### config.mk
export PLATFORM = sky130hd
export DESIGN_NAME = single_vector_irq
export DESIGN_NICKNAME = d
export VERILOG_FILES = /design/src/rtl/single_vector_irq.sv
export SDC_FILE = /design/constraint.sdc
export NUM_CORES = 1
export LEC_CHECK = 0
export ABC_CLOCK_PERIOD_IN_PS = 1070
export CAP_MARGIN = 20
export CORE_MARGIN = 10
export CORE_UTILIZATION = 28
export DETAILED_ROUTE_END_ITERATION = 10
export GPL_ROUTABILITY_DRIVEN = 0
export GPL_TIMING_DRIVEN = 1
export PLACE_DENSITY = 0.83
export SLEW_MARGIN = 20
export SYNTH_ARGS = -nofsm -noshare
export SYNTH_HDL_FRONTEND = slang
export SYNTH_SLANG_ARGS = --single-unit
export TNS_END_PERCENT = 100
### constraint.sdc
create_clock -name clk -period 1.07 [get_ports clk]
set_clock_uncertainty 0.2 [all_clocks]
set_input_delay 0.214 -clock clk [delete_from_list [all_inputs] [get_ports clk]]
set_output_delay 0.214 -clock clk [all_outputs]
set_load 0.005 [all_outputs]
### src/rtl/single_vector_irq.sv
module single_vector_irq #(
  parameter int N_SRC = 4
) (
  input  logic             clk,
  input  logic             rst_n,
  input  logic [N_SRC-1:0] evt_i,
  input  logic             vec_taken_i,
  input  logic             vec_return_i,
  input  logic             arm_we_i,
  input  logic [N_SRC-1:0] arm_wdata_i,
  input  logic             master_we_i,
  input  logic             master_wdata_i,
  input  logic             clr_we_i,
  input  logic [N_SRC-1:0] clr_wdata_i,
  output logic [N_SRC-1:0] pend_o,
  output logic [N_SRC-1:0] arm_o,
  output logic             master_o,
  output logic             irq_o
);

  logic [N_SRC-1:0] pend_q, arm_q, pend_d, arm_d;
  logic             master_q, master_d, irq_q, irq_d;

  // events win over a clear of the same bit
  assign pend_d = (pend_q & ~(clr_we_i ? clr_wdata_i : '0)) | evt_i;
  assign arm_d  = arm_we_i ? arm_wdata_i : arm_q;

  always_comb begin
    master_d = master_q;
    if (vec_taken_i)       master_d = 1'b0;
    else if (vec_return_i) master_d = 1'b1;
    else if (master_we_i)  master_d = master_wdata_i;
  end

  assign irq_d = master_d & (|(pend_d & arm_d));

  always_ff @(posedge clk) begin
    if (!rst_n) begin
      pend_q   <= '0;
      arm_q    <= '0;
      master_q <= 1'b0;
      irq_q    <= 1'b0;
    end else begin
      pend_q   <= pend_d;
      arm_q    <= arm_d;
      master_q <= master_d;
      irq_q    <= irq_d;
    end
  end

  assign pend_o   = pend_q;
  assign arm_o    = arm_q;
  assign master_o = master_q;
  assign irq_o    = irq_q;

  assert_event_sets_pend_R2: assert property (@(posedge clk) disable iff (!rst_n)
    (evt_i != '0) |=> ((pend_q & $past(evt_i)) == $past(evt_i)));

  assert_irq_qualified_R3: assert property (@(posedge clk) disable iff (!rst_n)
    irq_q |-> (master_q && ((pend_q & arm_q) != '0)));

  assert_take_drops_master_R4: assert property (@(posedge clk) disable iff (!rst_n)
    vec_taken_i |=> (!master_q && !irq_q));

  assert_return_sets_master_R5: assert property (@(posedge clk) disable iff (!rst_n)
    (vec_return_i && !vec_taken_i) |=> master_q);

  assert_pend_sticky_R6: assert property (@(posedge clk) disable iff (!rst_n)
    !clr_we_i |=> ((pend_q & $past(pend_q)) == $past(pend_q)));

  assert_event_beats_clear_R7: assert property (@(posedge clk) disable iff (!rst_n)
    (clr_we_i && ((clr_wdata_i & evt_i) != '0)) |=> ((pend_q & $past(evt_i)) == $past(evt_i)));

  assert_unarmed_silent_R10: assert property (@(posedge clk) disable iff (!rst_n)
    ((pend_q & arm_q) == '0) |-> !irq_q);

endmodule

==> impl_metrics.env <==
export IMPL_outcome="complete, but fails checks"
export IMPL_violations="setup timing"
export IMPL_yosysTopAreaCell="dfxtp_1"
export IMPL_worstMarginPinSlew_ns=0.196
export IMPL_io_buffers=29
export IMPL_ant_nets=0
export IMPL_peakVddDrop_v=0.000814
export IMPL_drt_initial_drc_count=3
export IMPL_syn_avg_cell_area_um2=11.4
export IMPL_required_ns=1.05
export IMPL_min_path_type="input port to flop"
export IMPL_cts_buffers=3
export IMPL_layout_drive_gt1_share_pct=55.1
export IMPL_final_nets=90
export IMPL_die_h_um=57.7
export IMPL_cts_sinks=10
export IMPL_ys_seq_elements=10
export IMPL_end_kind="flop"
export IMPL_ys_types=13
export IMPL_yosysMostFrequentCell="dfxtp_1"
export IMPL_seq_area_frac_synth_pct=50.3
export IMPL_regToRegEndpoint="irq_o"
export IMPL_cts_setup_buffers=0
export IMPL_ios=30
export IMPL_rows=13
export IMPL_min_to="pend_o[3]"
export IMPL_slowest_delay_ns=0.50
export IMPL_cp_max_fo=2
export IMPL_dp_cells=80
export IMPL_reg2reg_from="pend_o[3]"
export IMPL_max_clock_freq_mhz=876
export IMPL_synth_top_area_share_pct=50.3
export IMPL_vias=384
export IMPL_netlist_area_um2=398
export IMPL_clk_pin_slew_ns=0.07
export IMPL_yosysWarnings=0
export IMPL_fin_util_pct=60.1
export IMPL_grt_setup_unrepaired="yes"
export IMPL_dr_pass1_iters=4
export IMPL_path_buf_inv=1
export IMPL_drc_errors=0
export IMPL_drv_slew=0
export IMPL_path_delay_family="buffers and inverters"
export IMPL_slew_headroom_pct=86.6
export IMPL_hold_start="clr_wdata_i[3]"
export IMPL_grt_pass1_vias=454
export IMPL_antenna_found_initial=0
export IMPL_synth_fp_nets=55
export IMPL_grt_pass1_wl_mm=2.14
export IMPL_layout_area_overhead_vs_synth_pct=99.1
export IMPL_reg2reg_depth=3
export IMPL_synthArstFlopShare_pct=0
export IMPL_cts_tree="yes"
export IMPL_crit_type="input port to flop"
export IMPL_dpl_hpwl_mm=1.09
export IMPL_crit_slowest_cell="clkdlybuf4s50_1"
export IMPL_rrSetupSlack_ns=-0.07
export IMPL_crit_path_start_kind="input port"
export IMPL_synthCells=35
export IMPL_overflow=0
export IMPL_insertion_delay_ns=0.26
export IMPL_power_leakage_nw=0.366
export IMPL_start_util_pct=30.2
export IMPL_ctsHoldBuffers=0
export IMPL_antenna_cells=0
export IMPL_synth_flop_cell="dfxtp_1"
export IMPL_cp_arrival_ns=1.12
export IMPL_die_area_um2=3330
export IMPL_grt_max_degree=9
export IMPL_synth_edf_count=0
export IMPL_avgViaCountPerCell=4.57
export IMPL_synthTopCellsByCount="10 x dfxtp_1, 4 x a21boi_0, 4 x o21a_1, 3 x mux2_2"
export IMPL_setup_violations=12
export IMPL_setup_ws_ns=-0.0718
export IMPL_drv_cap=0
export IMPL_grt_util_all_layers_pct=8.12
export IMPL_clock_path_buffers=2
export IMPL_core_region_area_um2=1320
export IMPL_wl_per_cell_um=16.3
export IMPL_die_w_um=57.7
export IMPL_period_needed_ns=1.14
export IMPL_htreeDepth=1
export IMPL_routed_wl_mm=1.37
export IMPL_fin_crit_sh_pct=107
export IMPL_synth_area_leaders="dfxtp_1 50%, mux2_2 8.5%, a21boi_0 7.5%, o21a_1 7.5%, mux2i_1 5.0%"
export IMPL_tns_ns=-0.444
export IMPL_crit_chain="clkdlybuf4s50_1 > nor2b_4 > o21ai_4 > a41oi_2"
export IMPL_hold_violations=0
export IMPL_hold_path_depth=3
export IMPL_powerDensity_nw_per_um2=1210
export IMPL_fin_cells=84
export IMPL_cts_root_buf="clkbuf_4"
## repair_timing
item                                   in CTS  in global routing
setup endpoints to repair                  20                 15
gates resized for setup                    68                 12
endpoints found under the hold margin       0                  0
pin swaps                                   2                  4
## how the worst max path moves through the flow
stage              from  endpoint  slack, ns  depth (start not counted)
2_1_floorplan  master_o     irq_o      0.009                          3
3_3_place_gp   arm_we_i     irq_o      -0.60                          4
3_5_place_dp   arm_we_i     irq_o      -0.62                          4
4_1_cts        master_o     irq_o      -0.06                          3
5_1_grt           rst_n     irq_o       -0.1                          4
6_report          rst_n     irq_o      -0.07                          4
## final cells by class
type	count	area, µm²
Inverter	1	3.75
Multi-Input combinational cell	24	244
Fill cell	117	526
Tap cell	15	18.8
Sequential cell	10	211
Timing Repair Buffer	30	278
Clock buffer	4	36.3
## placed cells by master (no fill, tap or decap), drive strengths merged
| cell type | instances |
|---|---|
| a21boi | 4 |
| mux2 | 3 |
| clkbuf | 5 |
| dfxtp | 10 |
| mux2i | 2 |
| nor2b | 2 |
| o21a | 4 |
| o21ai | 3 |
| o21bai | 2 |
| dlymetal6s2s | 1 |
| dlygate4sd2 | 7 |
| and2 | 2 |
| and2b | 1 |
| clkdlybuf4s50 | 10 |
| inv | 1 |
| buf | 11 |
| a41oi | 1 |
## where the power goes
group | switching, mW | total, mW | internal [mW]
registers | 0.0132 | 0.413 | 0.400
clock network | 0.132 | 0.338 | 0.206
logic | 0.0693 | 0.205 | 0.135
## state kept, by name, summed over array words and instances, names as in the netlist
register and cells:
arm_o 4, master_o 1, pend_o 4, irq_o 1
## logic make-up after synthesis
group | after synthesis | share of synthesized area [%]
AOI/OAI and AO/OA | 14 | 26.7
buffers and inverters | 1 | 0.942
DFF | 10 | 50.3
muxes | 5 | 13.5
and+or+nand+nor | 5 | 8.49
## metrics by stage
stage | hold WS (ns) | total power [mW] | setup slack, ns | cell area (µm²)
4_1_cts | 0.182 | 0.941 | -0.0600 | 751
5_1_grt | 0.152 | 1.00 | -0.0968 | 792
3_3_place_gp | 0.338 | 0.609 | -0.602 | 722
2_1_floorplan | 0.132 | 0.473 | 0.00936 | 405
3_5_place_dp | 0.337 | 0.613 | -0.624 | 722
6_report | 0.127 | 0.956 | -0.0718 | 792
## tightest hold or removal path, cell delays in order
cell and delay (ns):
dlymetal6s2s_1 0.10, a21boi_2 0.07, o21a_1 0.16
## layer usage
| metal | vias to the layer above | wire length, µm | GRT usage [%] |
|---|---|---|---|
| met3 | 2 | 117 | 3.70 |
| li1 | 194 | - | - |
| met2 | 18 | 670 | 13.2 |
| met4 | 0 | 16 | 5.03 |
| met5 | - | 0 | 0 |
| met1 | 170 | 565 | 8.30 |
Power figures use the tool's default switching activity.
